File: src/rtl/wtc_pkg.sv
package wtc_pkg;
   typedef enum logic {
      SHIFT_LOAD   = 1'b0,
      SHIFT_UNLOAD = 1'b1
   } shift_dir_e;
endpackage

File: src/rtl/wtc_weight.sv
// Weight of a toggle between bit j and bit j+1 for the latched shift direction.
module wtc_weight
   import wtc_pkg::*;
#(
   parameter int CHAIN_LEN = 16,
   parameter int POS_W     = 5,
   parameter int CNT_W     = 7
) (
   input  logic [POS_W-1:0] j_idx,
   input  shift_dir_e       dir,
   output logic [CNT_W-1:0] weight
);
   always_comb begin
      if (dir == SHIFT_UNLOAD)
         weight = CNT_W'(j_idx);
      else
         weight = CNT_W'(CHAIN_LEN) - CNT_W'(j_idx);
   end
endmodule

File: src/rtl/wtc_pos_ctr.sv
// Tracks the position inside the vector; cnt equals the bits already taken.
module wtc_pos_ctr #(
   parameter int CHAIN_LEN = 16,
   parameter int POS_W     = 5
) (
   input  logic             clk,
   input  logic             rst_n,
   input  logic             accept,
   input  logic             vec_start,
   output logic             first,
   output logic             last,
   output logic [POS_W-1:0] j_idx
);
   localparam logic [POS_W-1:0] LAST_CNT = POS_W'(CHAIN_LEN - 1);

   logic [POS_W-1:0] cnt;

   assign first = vec_start || (cnt == '0);
   assign last  = !first && (cnt == LAST_CNT);
   assign j_idx = cnt;

   always_ff @(posedge clk) begin
      if (!rst_n)
         cnt <= '0;
      else if (accept) begin
         if (first)
            cnt <= POS_W'(1);
         else if (last)
            cnt <= '0;
         else
            cnt <= cnt + POS_W'(1);
      end
   end
endmodule

File: src/rtl/wtc_accum.sv
// Accumulates weights, holds the previous bit and the latched direction.
module wtc_accum
   import wtc_pkg::*;
#(
   parameter int CNT_W = 7
) (
   input  logic             clk,
   input  logic             rst_n,
   input  logic             accept,
   input  logic             first,
   input  logic             last,
   input  logic             bit_in,
   input  logic             dir_in,
   input  logic [CNT_W-1:0] limit,
   input  logic [CNT_W-1:0] weight,
   output shift_dir_e       dir_q,
   output logic             done,
   output logic [CNT_W-1:0] wtc,
   output logic             over_limit
);
   logic             prev_bit;
   logic [CNT_W-1:0] acc;
   logic [CNT_W-1:0] add;
   logic [CNT_W-1:0] total;

   assign add   = (prev_bit ^ bit_in) ? weight : '0;
   assign total = acc + add;

   always_ff @(posedge clk) begin
      if (!rst_n) begin
         prev_bit   <= 1'b0;
         acc        <= '0;
         dir_q      <= SHIFT_LOAD;
         done       <= 1'b0;
         wtc        <= '0;
         over_limit <= 1'b0;
      end else begin
         done       <= 1'b0;
         over_limit <= 1'b0;
         if (accept) begin
            prev_bit <= bit_in;
            if (first) begin
               acc   <= '0;
               dir_q <= shift_dir_e'(dir_in);
            end else begin
               acc <= total;
               if (last) begin
                  done       <= 1'b1;
                  wtc        <= total;
                  over_limit <= (total > limit);
               end
            end
         end
      end
   end
endmodule

File: src/rtl/scan_wtc_meter.sv
module scan_wtc_meter
   import wtc_pkg::*;
#(
   parameter int CHAIN_LEN = 16,
   parameter int MAX_WTC   = CHAIN_LEN * (CHAIN_LEN - 1) / 2,
   parameter int SUM_W     = $clog2(MAX_WTC + 1),
   parameter int POS_W     = $clog2(CHAIN_LEN + 1),
   parameter int CNT_W     = (SUM_W > POS_W) ? SUM_W : POS_W
) (
   input  logic             clk,
   input  logic             rst_n,
   input  logic             bit_vld,
   input  logic             bit_in,
   input  logic             vec_start,
   input  logic             dir_sel,
   input  logic [CNT_W-1:0] limit,
   output logic             done,
   output logic [CNT_W-1:0] wtc,
   output logic             over_limit
);
   generate
      if (CHAIN_LEN < 2) begin : g_bad_len
         $error("scan_wtc_meter: CHAIN_LEN must be at least 2");
      end
      if (MAX_WTC != CHAIN_LEN * (CHAIN_LEN - 1) / 2) begin : g_bad_max
         $error("scan_wtc_meter: MAX_WTC must not be overridden");
      end
   endgenerate

   logic             first;
   logic             last;
   logic [POS_W-1:0] j_idx;
   logic [CNT_W-1:0] weight;
   shift_dir_e       dir_q;

   wtc_pos_ctr #(.CHAIN_LEN(CHAIN_LEN), .POS_W(POS_W)) u_pos (
      .clk(clk), .rst_n(rst_n), .accept(bit_vld), .vec_start(vec_start),
      .first(first), .last(last), .j_idx(j_idx)
   );

   wtc_weight #(.CHAIN_LEN(CHAIN_LEN), .POS_W(POS_W), .CNT_W(CNT_W)) u_wt (
      .j_idx(j_idx), .dir(dir_q), .weight(weight)
   );

   wtc_accum #(.CNT_W(CNT_W)) u_acc (
      .clk(clk), .rst_n(rst_n), .accept(bit_vld), .first(first), .last(last),
      .bit_in(bit_in), .dir_in(dir_sel), .limit(limit), .weight(weight),
      .dir_q(dir_q), .done(done), .wtc(wtc), .over_limit(over_limit)
   );
endmodule

File: config.mk
export PLATFORM = sky130hd
export DESIGN_NAME = scan_wtc_meter
export DESIGN_NICKNAME = d
export VERILOG_FILES = /design/src/rtl/wtc_pkg.sv /design/src/rtl/wtc_weight.sv /design/src/rtl/wtc_pos_ctr.sv /design/src/rtl/wtc_accum.sv /design/src/rtl/scan_wtc_meter.sv
export SDC_FILE = /design/constraint.sdc
export NUM_CORES = 1
export LEC_CHECK = 0
export CAP_MARGIN = 5
export CORE_ASPECT_RATIO = 1.2
export CORE_UTILIZATION = 50
export DETAILED_ROUTE_END_ITERATION = 8
export GPL_TIMING_DRIVEN = 0
export PLACE_DENSITY = 0.84
export SLEW_MARGIN = 20
export SYNTH_ARGS = -nofsm -noshare
export SYNTH_HDL_FRONTEND = slang
export SYNTH_HIERARCHICAL = 1
export SYNTH_SLANG_ARGS = --single-unit
export TNS_END_PERCENT = 30
File: constraint.sdc
create_clock -name clk -period 3.9 [get_ports clk]
set_input_delay 0.39 -clock clk [delete_from_list [all_inputs] [get_ports clk]]
set_output_delay 0.39 -clock clk [all_outputs]
set_load 0.005 [all_outputs]
==> results of run 1 <==
[logic make-up (layout without fill, tap and decap cells)]
family,Yosys count,in the layout,share of synthesized area
xor+xnor,4,4,0.02544
simple gates,78,78,0.2790
compound gates,49,49,0.2199
buf+inv,22,46,0.05609
mux,2,2,0.01271
fa+ha+maj,17,17,0.1316
flops,23,23,0.2752
[layout by cell type (no fill, tap or decap), types with 4 or more instances in the layout]
master / n
dfxtp_1: 23
clkdlybuf4s50_1: 20
nand2_1: 18
inv_1: 16
ha_1: 16
and2_1: 13
nor2b_1: 9
o21ai_0: 7
nand3_1: 6
a211o_1: 4
nor2_1: 4
a31oi_1: 4
[stage by stage]
stage / instance area [um2] / cells
6_report: 1944 / 255
5_1_grt: 1944 / 255
4_1_cts: 1944 / 255
3_5_place_dp: 1918 / 251
3_3_place_gp: 1918 / 251
2_1_floorplan: 1673 / 195
[layer usage]
| metal | share of wire | track usage | routed length [um] |
|---|---|---|---|
| met3 | 0.020 | 0.02315 | 67 |
| met4 | 0.0032 | 0.07051 | 11 |
| met1 | 0.44 | 0.2423 | 1499 |
| met2 | 0.54 | 0.3916 | 1824 |
| met5 | 0 | 0 | 0 |
[how the worst max path moves through the flow]
stage | from | endpoint | slack (ps) | cells past startpoint
after floorplan | u_pos/j_idx[0] | u_acc/over_limit | 800 | 13
after detailed placement | bit_in | u_acc/over_limit | 280 | 13
after global placement | bit_in | u_acc/over_limit | 350 | 13
after CTS | u_pos/j_idx[0] | u_acc/over_limit | 430 | 13
after global routing | u_pos/j_idx[0] | u_acc/over_limit | 210 | 13
final | u_pos/j_idx[0] | u_acc/over_limit | 440 | 13
[worst reg2reg max path, cell delays in order (launching register included)]
cell,delay [ps]
dfxtp_1,510
inv_1,80
ha_1,290
mux2_2,260
and2_1,170
fa_1,470
a211o_1,320
a211oi_1,280
or4_4,200
nand2_1,70
ha_1,300
nand4_1,120
o21bai_1,180
a31oi_1,150
[sequential cells by signal (all words and copies together) (netlist names)]
name and count:
u_acc/acc 7, u_pos/j_idx 5, u_acc/over_limit 1, u_acc/dir_q 1, u_acc/wtc 7, u_acc/prev_bit 1
u_acc/done 1
[power by group through the flow]
| stage | Combinational [W] | Clock [W] | Sequential [W] |
|---|---|---|---|
| 2_1_floorplan | 0.0000587 | 0 | 0.000246 |
| 3_3_place_gp | 0.0000847 | 0 | 0.000247 |
| 3_5_place_dp | 0.0000877 | 0 | 0.000248 |
| 4_1_cts | 0.0000881 | 0.000117 | 0.000242 |
| 5_1_grt | 0.0000978 | 0.000132 | 0.000243 |
| 6_report | 0.0000875 | 0.000110 | 0.000242 |
[cell type report]
| class | count | area (um2) |
|---|---|---|
| Fill cell | 296 | 1166 |
| Sequential cell | 23 | 460.4 |
| Tap cell | 36 | 45.04 |
| Clock buffer | 4 | 26.28 |
| Multi-Input combinational cell | 150 | 1119 |
| Buffer | 6 | 33.78 |
| Timing Repair Buffer | 20 | 200.2 |
| Inverter | 16 | 60.06 |
==> flow_summary.json, run 1 <==
{
  "clk_latency_ps": 300,
  "syn_area_um2": 1673,
  "finalMaxSlewViolations": 0,
  "setup_viol": 0,
  "diodes": 0,
  "first_pass_iters": 4,
  "ys_types": 61,
  "synth_top_area_frac": 0.2752,
  "cts_resized": 0,
  "grt_antenna_before_repair": 0,
  "drive_gt1_frac": 0.09589,
  "ctsRootBufferMaster": "clkbuf_4",
  "cp_cell_sequence": "inv_1, ha_1, mux2_2, and2_1, fa_1, a211o_1, a211oi_1, or4_4, nand2_1, ha_1, nand4_1, o21bai_1, a31oi_1",
  "power_w": 0.0004399,
  "finalHoldViolCount": 0,
  "r2r_end": "u_acc/over_limit",
  "cp_num_buf_inv": 1,
  "min_path_cells": 2,
  "worstMarginPinSlew_ps": 498.6,
  "min_period_over_period": 0.8873,
  "hold_end": "u_pos/j_idx[4]",
  "fin_util": 0.6251,
  "power_frac_clock": 0.250,
  "viasPerCell": 5.714,
  "critPathTopFamily": "adder cells",
  "postCtsSetupRepairBufs": 0,
  "reg2reg_slack_ps": 440,
  "ys_seq_elements": 23,
  "cpMostUsedCell": "ha_1",
  "cp_slowest_cell": "dfxtp_1",
  "grt_max_degree": 17,
  "tns_ps": 0,
  "cp_data_arrival_time_ps": 3700,
  "hold_slack_ps": 365.2,
  "routed_wl_mm": 3.403,
  "crit_fanout": 9,
  "clockBufferDepth": 2,
  "drv_cap": 0,
  "seq_power_share": 0.551,
  "postSynthAreaPerCell_um2": 8.579,
  "fp.dieH_um": 65.36,
  "synth_area_leaders": "dfxtp_1 28%, ha_1 12%, and2_1 4.9%",
  "path_clk_slew_ps": 130,
  "fin_ws_ps": 439.5,
  "postCtsHoldBufs": 0,
  "cellPowerDensity_nw_per_um2": 226.2,
  "ys_seq_area_frac": 0.2752,
  "grt.total_usage": 0.2136,
  "clkSinkCount": 23,
  "synth_edf_count": 0,
  "syn_nets": 225,
  "rr_startpoint": "u_pos/j_idx[0]",
  "min_path_type": "in -> reg",
  "p_leak_nw": 0.8786,
  "htreeDepth": 1,
  "synth-warning-count": 6,
  "post-place-ws_ps": 276.2,
  "fp.dieArea_um2": 3582,
  "hold_start": "bit_vld",
  "critical_path_class": "reg -> reg",
  "drt_iter0_drc": 32,
  "post-route-min-period_ps": 3460,
  "ys.flop_type": "dfxtp_1",
  "power_switching_w": 0.0001187,
  "num_rows": 22,
  "fmax_mhz": 289.0,
  "rsz0062_at_grt": "false",
  "slew-limit-headroom": 0.6665,
  "cpPeakStageDelay_ps": 510,
  "power_frac_comb": 0.199,
  "portBuffers": 20,
  "async_flop_share": 0,
  "drt-wirelength-per-cell_um": 13.35,
  "ant_nets": 0,
  "status": "finished clean",
  "internal_power_w": 0.0003212,
  "grt_pass1_wl_mm": 5.658,
  "synth_common_cells": "23 x dfxtp_1, 18 x nand2_1, 16 x ha_1, 16 x inv_1, 13 x and2_1",
  "fin_nets": 250,
  "core_um2": 3110,
  "critPathLaunchType": "flip-flop",
  "cts_buffers": 3,
  "overflow": 0,
  "cp-end-kind": "flip-flop",
  "postSynthCellCount": 195,
  "yosysMostFrequentCell": "dfxtp_1",
  "grt_pass1_vias": 1336,
  "vias": 1457,
  "power.share.switching": 0.2698,
  "fp.dieW_um": 54.80,
  "dpl.hpwl_mm": 2.663,
  "crit_required_ps": 4140,
  "gp_congestion": 0.8503,
  "route.detailed.drc": 0,
  "start_util": 0.5378,
  "reg2regPathDepth": 13,
  "syn_to_final_growth_pct": 16.23,
  "fin_worst_skew_ps": 2.597,
  "ioPinCount": 22,
  "synth_largest_area_cell": "dfxtp_1",
  "vdd_drop_max_uv": 188.7,
  "cts_tree": "built"
}
No activity file was read; power rests on OpenSTA's default activity.
==> inputs of run 2 (changes only) <==
clock period = 4.3 ns   (was 3.9 ns; I/O delays follow)
==> results of run 2 <==
The final DEF is identical to that of run 1. Status: finished clean.
Among the figures that moved: setup slack after placement 276.2 ps -> 636.2 ps; setup slack after layout 439.5 ps -> 839.5 ps; hold slack 365.2 ps -> 405.2 ps; register-to-register setup slack 440 ps -> 840 ps; total power 0.0004399 W -> 0.0003990 W; worst IR drop on VDD 188.7 uV -> 171.2 uV
==> inputs of run 3 (changes only) <==
CORE_UTILIZATION = 49   (was 50)
PLACE_DENSITY = 0.86   (was 0.84)
clock period = 2.8 ns   (was 4.3 ns; I/O delays follow)
==> run 3 against run 2 <==
Against the previous run:
- the flow now finishes with violations (setup timing)
- core utilization rose by 3.9 points
- design area rose by 8.1%
- combinational power rose by 79%
- sequential cell count did not move
- count of clock-buffer cells in the layout did not move
- wire length rose by 7.5%
- global-route usage fell by 0.50 points
- clock power rose by 56%
- critical path depth did not move
- critical path type unchanged
- critical endpoint unchanged
- largest cell class unchanged
- largest power group unchanged
- highest routed layer unchanged
==> flow_summary.json, run 3 (synthesis gave the netlist of run 1 again) <==
{
  "status": "finished with violations",
  "violations": "setup timing",
  "seq_power_share": 0.529,
  "internal_power_w": 0.0004584,
  "first_pass_iters": 4,
  "post-route-min-period_ps": 2958,
  "drt_iter0_drc": 28,
  "rsz0062_at_grt": "true",
  "fin_ws_ps": -157.8,
  "finalHoldViolCount": 0,
  "vdd_drop_max_uv": 214.3,
  "power.share.switching": 0.2771,
  "overflow": 0,
  "place_area_um2": 1933,
  "cts_buffers": 3,
  "grt_antenna_before_repair": 0,
  "ant_nets": 0,
  "fillCellCount": 264,
  "drt-wirelength-per-cell_um": 14.12,
  "fp.dieArea_um2": 3653,
  "fmax_mhz": 338.1,
  "ctsRootBufferMaster": "clkbuf_4",
  "grt_max_degree": 17,
  "min_path_type": "in -> reg",
  "slew-limit-headroom": 0.6380,
  "vias": 1489,
  "use_met1": 0.2277,
  "power_frac_comb": 0.225,
  "crit_required_ps": 3050,
  "num_rows": 22,
  "syn_to_final_growth_pct": 25.65,
  "grt_pass1_vias": 1367,
  "power_frac_clock": 0.246,
  "use_met2": 0.4157,
  "cts_tree": "built",
  "path_clk_slew_ps": 130,
  "cp-end-kind": "flip-flop",
  "ioPinCount": 22,
  "setup_viol": 1,
  "core_um2": 3166,
  "fin_cells": 259,
  "gp_congestion": 0.8754,
  "fin_worst_skew_ps": 8.091,
  "grt_pass1_wl_mm": 5.996,
  "viasPerCell": 5.749,
  "start_util": 0.5285,
  "dpl.hpwl_mm": 2.576,
  "fin_nets": 254,
  "finalMaxSlewViolations": 0,
  "power_switching_w": 0.0001757,
  "portBuffers": 20,
  "tns_ps": -157.8,
  "dp_cells": 251,
  "finish.instance_area_um2": 2102,
  "worstMarginPinSlew_ps": 541.2,
  "routed_wl_mm": 3.657,
  "min_period_over_period": 1.056,
  "reg2reg_slack_ps": -160,
  "diodes": 0,
  "clkSinkCount": 23,
  "clockBufferDepth": 2,
  "grt.total_usage": 0.2086,
  "route.detailed.drc": 0,
  "fp.dieH_um": 66.01,
  "final_cell_mix": "19 x clkdlybuf4s50_1, 19 x dfxtp_1, 17 x nand2_1",
  "grt.busiest_layer": "met2",
  "power_w": 0.0006341,
  "drive_gt1_frac": 0.1928,
  "drv_cap": 0,
  "cellPowerDensity_nw_per_um2": 301.6,
  "clk_latency_ps": 320,
  "p_leak_nw": 0.9266,
  "post-place-ws_ps": -587.9,
  "crit_fanout": 7,
  "fp.dieW_um": 55.34,
  "cp_data_arrival_time_ps": 3200,
  "htreeDepth": 1,
  "critPathLaunchType": "flip-flop",
  "grtUsageMet3": 0.01761,
  "critical_path_class": "reg -> reg"
}
==> run 3: cell types whose count changed in the layout (fill, tap and decap cells not counted), moves of 2 or more <==
cell,delta
ha_1,-3
buf_4,+3
inv_1,-2
and2_1,-2
and2_4,+2
dfxtp_4,+2
ha_4,+3
dfxtp_2,+2
dfxtp_1,-4
==> run 3: per-stage QoR <==
stage	hold WS (ps)	util
floorplan	401.6	-
global placement	441.0	0.6107
detailed placement	446.1	0.6107
CTS	232.3	0.6522
global route	234.1	0.6640
finish	247.2	0.6640
==> run 3: worst max-delay path, stage by stage (launching register included) <==
cell and delay (ps):
dfxtp_4 380, buf_4 160, or4b_1 480, o211ai_1 110, and2_4 180, ha_4 210, o21a_4 210, a211oi_2 250
or4_4 180, nand2_4 60, ha_4 280, nand4_1 90, o21bai_1 170, a31oi_1 160
==> run 3: cell type report <==
cell class | instances | area (um2) | share of cell area
inverters | 16 | 62.56 | 0.02976
repair buffers | 24 | 236.5 | 0.1125
multi-input cells | 150 | 1227 | 0.5839
clock buffers | 4 | 26.28 | 0.01250
flip-flops and latches | 23 | 470.5 | 0.2238
plain buffers | 6 | 33.78 | 0.01607
well taps | 36 | 45.04 | 0.02143
==> run 3: final timing paths <==
kind / from / end / depth (start not counted)
max reg2reg: u_pos/j_idx[1] / u_acc/over_limit / 13
min reg2reg: u_acc/wtc[0] / u_acc/wtc[0] / 2
max: u_pos/j_idx[1] / u_acc/over_limit / 13
min: bit_vld / u_pos/j_idx[4] / 2
==> run 3: layer usage <==
| metal | share of wire | vias to the layer above |
|---|---|---|
| li1 | - | 763 |
| met1 | 0.46 | 690 |
| met2 | 0.51 | 32 |
| met3 | 0.024 | 4 |
| met4 | 0.011 | 0 |
| met5 | 0 | - |
==> run 3: power groups by stage <==
stage	clock (W)	sequential (W)	combinational (W)
after detailed placement	0	0.000345	0.000122
after floorplan	0	0.000343	0.0000833
final	0.000156	0.000335	0.000142
after global routing	0.000177	0.000336	0.000157
after CTS	0.000165	0.000335	0.000138
after global placement	0	0.000344	0.000119
==> run 3: repair_timing <==
action	4_1_cts	5_1_grt
gates resized for setup	15	7
setup endpoints to repair	1	2
hold buffers	0	0
setup buffers	4	0
pin swaps	11	2
